`src/rtl/adc_front_pkg.sv`:
```
package adc_front_pkg;
  localparam int BYTE_W = 8;
  localparam int RES_W  = 10;
  localparam int REF_W  = 2;
  localparam int CHAN_W = 5;
  localparam int PACK_W = 2 * BYTE_W;
  localparam int PAD_W  = PACK_W - RES_W;

  typedef struct packed {
    logic [REF_W-1:0]  ref_sel;
    logic              left_adj;
    logic [CHAN_W-1:0] chan;
  } ctrl_t;

  localparam logic [REF_W-1:0] REF_RSVD = 2'b10;
endpackage

```
`src/rtl/adc_ctrl_reg.sv`:
```
module adc_ctrl_reg
  import adc_front_pkg::*;
(
  input  logic              clk_i,
  input  logic              rst_ni,
  input  logic              wr_en_i,
  input  logic [BYTE_W-1:0] wr_data_i,
  output ctrl_t             ctrl_q_o,
  output ctrl_t             ctrl_d_o
);
  ctrl_t ctrl_q;

  assign ctrl_d_o = wr_en_i ? ctrl_t'(wr_data_i) : ctrl_q;
  assign ctrl_q_o = ctrl_q;

  always_ff @(posedge clk_i or negedge rst_ni) begin
    if (!rst_ni) ctrl_q <= '0;
    else         ctrl_q <= ctrl_d_o;
  end

  p_wr_load_r2: assert property (@(posedge clk_i) disable iff (!rst_ni)
    wr_en_i |=> (ctrl_q == ctrl_t'($past(wr_data_i))));
endmodule

```
`src/rtl/adc_ref_shadow.sv`:
```
module adc_ref_shadow
  import adc_front_pkg::*;
(
  input  logic             clk_i,
  input  logic             rst_ni,
  input  logic             busy_i,
  input  logic             done_i,
  input  logic [REF_W-1:0] ref_next_i,
  output logic [REF_W-1:0] ref_act_o
);
  logic [REF_W-1:0] ref_q;
  logic             take;

  // idle: track the register; busy: hold until completion edge
  assign take = !busy_i || done_i;

  always_ff @(posedge clk_i or negedge rst_ni) begin
    if (!rst_ni)   ref_q <= '0;
    else if (take) ref_q <= ref_next_i;
  end

  assign ref_act_o = ref_q;

  p_ref_hold_r3: assert property (@(posedge clk_i) disable iff (!rst_ni)
    (busy_i && !done_i) |=> $stable(ref_act_o));
endmodule

```
`src/rtl/adc_result_fmt.sv`:
```
module adc_result_fmt
  import adc_front_pkg::*;
(
  input  logic              clk_i,
  input  logic              rst_ni,
  input  logic              done_i,
  input  logic              clr_i,
  input  logic [RES_W-1:0]  result_i,
  input  logic              left_adj_i,
  output logic              flag_o,
  output logic [BYTE_W-1:0] hi_o,
  output logic [BYTE_W-1:0] lo_o
);
  logic [RES_W-1:0]  res_q;
  logic              flag_q;
  logic [PACK_W-1:0] packed_w;

  always_ff @(posedge clk_i or negedge rst_ni) begin
    if (!rst_ni) begin
      res_q  <= '0;
      flag_q <= 1'b0;
    end else begin
      if (done_i) res_q <= result_i;
      if (done_i)     flag_q <= 1'b1;
      else if (clr_i) flag_q <= 1'b0;
    end
  end

  generate
    if (PAD_W > 0) begin : g_pad
      always_comb begin
        if (left_adj_i) packed_w = {res_q, {PAD_W{1'b0}}};
        else            packed_w = {{PAD_W{1'b0}}, res_q};
      end
    end else begin : g_nopad
      assign packed_w = res_q;
    end
  endgenerate

  assign hi_o   = packed_w[PACK_W-1:BYTE_W];
  assign lo_o   = packed_w[BYTE_W-1:0];
  assign flag_o = flag_q;

  p_res_hold_r10: assert property (@(posedge clk_i) disable iff (!rst_ni)
    !done_i |=> $stable(res_q));
  p_flag_set_r5: assert property (@(posedge clk_i) disable iff (!rst_ni)
    done_i |=> flag_o);
  p_flag_clr_r5: assert property (@(posedge clk_i) disable iff (!rst_ni)
    (clr_i && !done_i) |=> !flag_o);
endmodule

```
`src/rtl/adc_reg_front.sv`:
```
module adc_reg_front
  import adc_front_pkg::*;
(
  input  logic              clk_i,
  input  logic              rst_ni,
  input  logic              wr_en_i,
  input  logic [BYTE_W-1:0] wr_data_i,
  output logic [BYTE_W-1:0] rd_data_o,
  input  logic              conv_busy_i,
  input  logic              conv_done_i,
  input  logic [RES_W-1:0]  conv_result_i,
  input  logic              flag_clr_i,
  output logic              done_flag_o,
  output logic [BYTE_W-1:0] res_hi_o,
  output logic [BYTE_W-1:0] res_lo_o,
  output logic [REF_W-1:0]  ref_sel_o,
  output logic [CHAN_W-1:0] chan_sel_o,
  output logic              ref_rsvd_o
);
  ctrl_t ctrl_q, ctrl_d;

  adc_ctrl_reg u_ctrl (
    .clk_i    (clk_i),
    .rst_ni   (rst_ni),
    .wr_en_i  (wr_en_i),
    .wr_data_i(wr_data_i),
    .ctrl_q_o (ctrl_q),
    .ctrl_d_o (ctrl_d)
  );

  adc_ref_shadow u_ref (
    .clk_i     (clk_i),
    .rst_ni    (rst_ni),
    .busy_i    (conv_busy_i),
    .done_i    (conv_done_i),
    .ref_next_i(ctrl_d.ref_sel),
    .ref_act_o (ref_sel_o)
  );

  adc_result_fmt u_res (
    .clk_i     (clk_i),
    .rst_ni    (rst_ni),
    .done_i    (conv_done_i),
    .clr_i     (flag_clr_i),
    .result_i  (conv_result_i),
    .left_adj_i(ctrl_q.left_adj),
    .flag_o    (done_flag_o),
    .hi_o      (res_hi_o),
    .lo_o      (res_lo_o)
  );

  assign rd_data_o  = ctrl_q;
  assign chan_sel_o = ctrl_q.chan;
  assign ref_rsvd_o = (ctrl_q.ref_sel == REF_RSVD);

  p_ref_follow_r4: assert property (@(posedge clk_i) disable iff (!rst_ni)
    !conv_busy_i |=> (ref_sel_o == rd_data_o[BYTE_W-1 -: REF_W]));
  p_ref_done_r3: assert property (@(posedge clk_i) disable iff (!rst_ni)
    conv_done_i |=> (ref_sel_o == rd_data_o[BYTE_W-1 -: REF_W]));
  p_pad_right_r6: assert property (@(posedge clk_i) disable iff (!rst_ni)
    !rd_data_o[CHAN_W] |-> (res_hi_o[BYTE_W-1:RES_W-BYTE_W] == '0));
  p_pad_left_r7: assert property (@(posedge clk_i) disable iff (!rst_ni)
    rd_data_o[CHAN_W] |-> (res_lo_o[PACK_W-RES_W-1:0] == '0));
endmodule

```
`config.mk`:
```
export PLATFORM = sky130hd
export DESIGN_NAME = adc_reg_front
export DESIGN_NICKNAME = d
export VERILOG_FILES = /design/src/rtl/adc_front_pkg.sv /design/src/rtl/adc_ctrl_reg.sv /design/src/rtl/adc_ref_shadow.sv /design/src/rtl/adc_result_fmt.sv /design/src/rtl/adc_reg_front.sv
export SDC_FILE = /design/constraint.sdc
export NUM_CORES = 1
export LEC_CHECK = 0
export ABC_CLOCK_PERIOD_IN_PS = 1100
export BUFFER_PORTS_ARGS = -buffer_cell sky130_fd_sc_hd__buf_2
export CAP_MARGIN = 15
export CORE_MARGIN = 2
export CORE_UTILIZATION = 39
export DETAILED_ROUTE_END_ITERATION = 8
export HOLD_SLACK_MARGIN = 0.1
export PLACE_DENSITY_LB_ADDON = 0.08
export SKIP_CTS_REPAIR_TIMING = 1
export SYNTH_ARGS = -nofsm -noshare
export SYNTH_HDL_FRONTEND = slang
export SYNTH_HIERARCHICAL = 1
export SYNTH_SLANG_ARGS = --single-unit
```
`constraint.sdc`:
```
create_clock -name clk_i -period 1.1 [get_ports clk_i]
set_input_delay 0.22 -clock clk_i [delete_from_list [all_inputs] [get_ports clk_i]]
set_output_delay 0.22 -clock clk_i [all_outputs]
set_load 0.03 [all_outputs]
```
==> results.ini, run 1 <==
[outcome]
status=complete, but fails checks
violations=setup timing

[logic_synthesis]
synth_area_leader_cell=dfrtp_1
synth.net_count=94
yosysMostFrequentCell=dfrtp_1
synthDistinctLibCells=12
postSynthCellCount=70
synthTopCellsByArea=dfrtp_1 (50%), mux2_4 (27%), mux2_2 (5.3%), and2_1 (3.5%), buf_4 (3.5%)
async_reset_ff_share_pct=100
ys_ff_latch=21
synth_edf_count=0
ys_seq_area_share_pct=49.6
ys.flop_type=dfrtp_1
syn_area_um2=1060
yosys_warnings=6
synth_top_area_share_pct=49.6
synth_commonest_cells=dfrtp_1 (21), mux2_4 (19), and2_1 (6), nor2b_1 (6)
syn_area_per_cell_um2=15.1

[detailed_routing]
drt_iter0_drc=10
drc=0
ant_nets=0
vias=764
wirelength_um=2130
first_pass_iters=2
vias_per_cell=4.63
wire_per_inst_um=12.9

[setup_path]
reg2regPathDepth=2
slowest_stage=dfrtp_4
cp_slowest_stage_delay_ns=0.52
reg2reg_slack_ns=0.03
r2r_end=u_ref/ref_act_o[1]
worstPathMaxFanout=4
cp.arrival_ns=1.39
startpoint_type=flip-flop
crit_path_end_kind=output port
crit_type=reg -> out
crit_end=res_hi_o[0]
crit_required_ns=0.88
reg2reg_from=u_ctrl/ctrl_q_o[7]
crit_start=u_ctrl/ctrl_q_o[5]
path_cells=buf_12 > mux2_4 > buf_6

[floorplanning]
core-area_um2=2520
ioPinCount=57
start_util_pct=42.0
die_w_um=56.1
die_h_um=56.1
dieArea_um2=3150
placementRows=18

[finish]
syn_to_final_growth_pct=63.9
num-fill-cells=192
nNetsFinal=160
final_core_util_pct=68.8
drive_gt1_share_pct=85.2
antenna_cells=0

[cts]
clock_sinks=21
clk_pin_slew_ns=0.12
h-tree-depth=1
cts_tree=yes
clockBufferDepth=2
cts_root_buf=clkbuf_4
clk-insertion-delay-late_ns=0.30
cts_buffers=3

[pwr]
combPwrFrac_pct=44.1
vdd_drop_max_mv=0.883
powerDensity_nw_per_um2=1320
pwr-share-clk_pct=15.6
power.leakage_nw=0.912
seqPwrFrac_pct=40.3
internal_power_mw=1.54
p_sw_share_pct=33.1
power.switching_mw=0.760

[timing]
setup_viol=25
fin_crit_ns=1.61
tns_ns=-7.85
grt_setup_unrepaired=yes
fmax_mhz=621
period_share_pct=146
finalHoldViolCount=0
drv_slew=0
fin_ws_ns=-0.509
slew_headroom_pct=69.9
tightest_slew_ns=0.451
finalClockSkew_ns=0.000148

[job]
max_cap_viol_count=0

[grt]
first_global_vias=717
globalRoute.totalOverflow=0
grt_max_degree=22
antenna_found_initial=0
grt_pass1_wl_um=3290
gr-usage-all-layers_pct=13.1

[placed_design]
io_buffers=56
dp_hpwl_um=1430
place.gp.congestion=0.711

[worst_hold_path]
hp-class=in -> reg

-- registers in the layout, summed over array words and instances (netlist names) --
register,flops
u_ctrl/ctrl_q_o,8
u_ref/ref_act_o,2
u_res/flag_o,1
u_res/res_q,10
-- area by class of cell --
class	count	area (um^2)	area share (%)
repair buffers	70	612	35.3
flip-flops and latches	21	532	30.6
multi-input cells	39	523	30.1
inverters	1	3.75	0.216
clock inverters	1	5.00	0.288
well taps	30	37.5	2.16
clock buffers	3	22.5	1.30
-- worst max-delay path, delay by kind of cell (launching register included) --
family / cells / cell delay, ns
buf+inv: 2 / 0.28
flops: 1 / 0.52
mux: 1 / 0.29
-- how the worst min path moves through the flow --
stage	start	end	cells past startpoint
after global placement	rst_ni	u_ctrl/ctrl_q_o[4]	1
after detailed placement	rst_ni	u_ctrl/ctrl_q_o[4]	1
after global routing	wr_data_i[5]	u_ctrl/ctrl_q_o[5]	2
after CTS	rst_ni	u_ctrl/ctrl_q_o[4]	1
final	wr_data_i[0]	u_ctrl/ctrl_q_o[0]	2
after floorplan	rst_ni	u_ctrl/ctrl_q_o[0]	0
-- through the flow --
stage | std cells | hold WS, ns | cell area, um^2 | worst slack [ns] | total power [mW]
final | 165 | 0.142 | 1740 | -0.509 | 2.30
after global routing | 165 | 0.121 | 1740 | -0.565 | 2.43
after CTS | 156 | -0.138 | 1450 | -0.547 | 2.08
after detailed placement | 152 | 0.195 | 1420 | -0.198 | 1.71
after global placement | 152 | 0.202 | 1420 | -0.180 | 1.70
after floorplan | 70 | -0.0756 | 1140 | -0.100 | 1.53
-- layer usage --
metal	share of wire, %	up-vias	track usage (%)
li1	-	358	-
met1	44	372	18.0
met2	49	32	19.8
met3	6.9	2	3.02
met4	0.42	0	5.10
met5	0	-	0
-- power groups by stage --
stage / registers, mW / logic [mW] / clock network [mW]
floorplan: 1.00 / 0.525 / 0
global placement: 0.935 / 0.767 / 0
detailed placement: 0.941 / 0.770 / 0
CTS: 0.927 / 0.774 / 0.375
global route: 0.938 / 1.07 / 0.425
finish: 0.926 / 1.01 / 0.358
-- cell usage in the layout (no fill, tap or decap) --
master / count
mux2_2: 1
inv_1: 1
and2_4: 6
dfrtp_4: 1
buf_12: 2
nor2b_4: 6
dlygate4sd3_1: 1
clkbuf_4: 3
a21o_2: 1
buf_2: 26
clkinv_2: 1
nor2b_2: 1
dfrtp_1: 18
nand2b_4: 1
dfrtp_2: 2
buf_4: 8
buf_6: 33
mux2_4: 23
-- kinds of logic (layout without fill, tap and decap cells) --
family / after synthesis / after routing / synth area share (%)
buffers and inverters: 10 / 75 / 7.56
AO/OA/AOI/OAI: 1 / 1 / 0.828
flip-flops: 21 / 21 / 49.6
AND/OR/NAND/NOR: 14 / 14 / 9.69
multiplexers: 24 / 24 / 32.3
No activity file was read; power rests on OpenSTA's default activity.
==> inputs of run 2 (changes only) <==
Settings changed: ABC_CLOCK_PERIOD_IN_PS 1100 to 1800, CORE_UTILIZATION 39 to 42, SYNTH_HIERARCHICAL 1 to unset.
Clock period 1.1 ns to 1.8 ns, I/O delays scaled along.
==> run 2 against run 1 <==
The run now ends clean; worst hold slack improved by 0.14 ns; power shrank 49%; sequential cell count did not move; worst setup slack improved by 0.64 ns; global-route usage up 1.3 points; clock skew about the same; register-to-register slack improved by 0.70 ns; highest routed layer unchanged.
==> results.ini, run 2 <==
[logic_synthesis]
synth_area_leader_cell=dfrtp_1
yosys_warnings=0
synth.net_count=95
ys.flop_type=dfrtp_1
postSynthCellCount=71
syn_area_um2=972
synth_commonest_cells=mux2_2 (22), dfrtp_1 (21), nor2b_1 (7)
ys_ff_latch=21
synth_edf_count=0
synth_top_area_share_pct=54.1
ys_seq_area_share_pct=54.1
async_reset_ff_share_pct=100
syn_area_per_cell_um2=13.7
synthDistinctLibCells=12
yosysMostFrequentCell=mux2_2
synthTopCellsByArea=dfrtp_1 (54%), mux2_2 (25%), buf_4 (4.6%), nor2b_1 (4.5%), and2_1 (3.9%)

[finish]
register_area_um2=527
syn_to_final_growth_pct=30.5
multi_input_area_um2=373
nNetsFinal=149
num-fill-cells=208
top_register=u_res.res_q
antenna_cells=0
stdcell_area_um2=1270
drive_gt1_share_pct=70.2
final_common_cell=buf_2
final_cell_mix=buf_2 (57), mux2_2 (22), dfrtp_1 (20)
largest_reg_flops=10

[worst_hold_path]
hp-class=in -> reg
min_from=conv_result_i[8]
hold-path-endpoint=u_res.res_q[8]
hold_depth=2

[detailed_routing]
wire_per_inst_um=12.0
vias=710
vias_per_cell=4.67
wirelength_um=1830
drt_iter0_drc=2
first_pass_iters=3
drc=0
ant_nets=0

[grt]
antenna_found_initial=0
globalRoute.totalOverflow=0
grt_max_degree=22
first_global_vias=616
grt_pass1_wl_um=2790
gr-usage-all-layers_pct=14.4

[setup_path]
cp.depth=3
cp_slowest_stage_delay_ns=0.48
cpMostUsedCell=buf_2
crit_type=reg -> out
path_cells=buf_2 > and2_1 > buf_2
reg2reg_slack_ns=0.73
slowest_stage=dfrtp_2
r2r_end=u_ref.ref_act_o[0]
reg2regPathDepth=2
crit_path_end_kind=output port
path_delay_family=flip-flops
cp.arrival_ns=1.31
worstPathMaxFanout=9
reg2reg_from=u_ctrl.ctrl_q_o[6]
startpoint_type=flip-flop
path_buf_inv=2
crit_required_ns=1.44

[pwr]
internal_power_mw=0.750
pwr-share-clk_pct=18.7
combPwrFrac_pct=33.6
powerDensity_nw_per_um2=917
power.leakage_nw=0.653
seqPwrFrac_pct=47.6
p_sw_share_pct=35.5
power.switching_mw=0.413
vdd_drop_max_mv=0.506

[timing]
fin_ws_ns=0.134
drv_slew=0
finalClockSkew_ns=0.000252
tightest_slew_ns=0.447
grt_setup_unrepaired=no
period_share_pct=92.5
setup_viol=0
fmax_mhz=600
slew_headroom_pct=70.2
fin_crit_ns=1.67
finalHoldViolCount=0

[cts]
clk-insertion-delay-late_ns=0.29
cts_buffers=3
clk_pin_slew_ns=0.12
h-tree-depth=1
cts_root_buf=clkbuf_4
clock_sinks=21
cts_tree=yes
clockBufferDepth=2

[floorplanning]
placementRows=17
die_w_um=52.1
start_util_pct=44.4
die_h_um=52.1
core-area_um2=2190
ioPinCount=57
dieArea_um2=2720

[placed_design]
dp_hpwl_um=1320
io_buffers=56
placed_cell_area_um2=1220
place.gp.congestion=0.615
place_ws_ns=0.236

[job]
max_cap_viol_count=0

[outcome]
status=finished, final reports clean

==> run 2: how the worst max path moves through the flow <==
stage,startpoint,end
floorplan,u_ctrl.ctrl_q_o[5],res_lo_o[1]
global placement,u_ctrl.ctrl_q_o[5],res_hi_o[1]
detailed placement,u_ctrl.ctrl_q_o[5],res_lo_o[7]
CTS,u_ctrl.ctrl_q_o[5],res_lo_o[7]
global route,u_ctrl.ctrl_q_o[5],res_lo_o[4]
finish,u_ctrl.ctrl_q_o[5],res_hi_o[3]
==> run 2: area by class of cell <==
cell class | count | share of cell area [%]
Clock buffer | 3 | 1.78
Clock inverter | 1 | 0.394
Inverter | 1 | 0.296
Multi-Input combinational cell | 39 | 29.4
Sequential cell | 21 | 41.5
Tap cell | 28 | 2.76
Timing Repair Buffer | 59 | 23.9
==> run 2: stage by stage <==
stage | setup TNS (ns) | std cells | power (mW) | utilization, % | hold WS, ns
after floorplan | 0 | 71 | 0.850 | - | 0.0644
after global placement | 0 | 145 | 0.943 | 55.6 | 0.339
after detailed placement | 0 | 145 | 0.950 | 55.6 | 0.340
after CTS | -0.441 | 149 | 1.17 | 56.8 | 0.00595
after global routing | 0 | 152 | 1.24 | 57.9 | 0.258
final | 0 | 152 | 1.16 | 57.9 | 0.286
==> run 2: cell families after synthesis <==
group,Yosys count,share of synthesized area (%)
multiplexers,24,28.6
AND/OR/NAND/NOR,14,9.01
buffers and inverters,11,7.59
flip-flops,21,54.1
AO/OA/AOI/OAI,1,0.772
==> run 2: routing by layer <==
layer / vias up / GRT usage, % / share of wire, %
met5: - / 0 / 0
met4: 0 / 6.58 / 0.77
met3: 2 / 2.87 / 8.9
met2: 32 / 24.5 / 50
met1: 337 / 17.4 / 41
li1: 339 / - / -
==> run 2: power groups by stage <==
stage | registers, mW | logic [mW] | clock network, mW
2_1_floorplan | 0.601 | 0.249 | 0
3_3_place_gp | 0.564 | 0.380 | 0
3_5_place_dp | 0.567 | 0.384 | 0
4_1_cts | 0.559 | 0.384 | 0.230
5_1_grt | 0.563 | 0.417 | 0.259
6_report | 0.554 | 0.391 | 0.218
==> run 2: worst reg2reg max path: stages (launching register included) <==
cell and delay (ns):
dfrtp_1 0.42, mux2_4 0.28, mux2_2 0.26
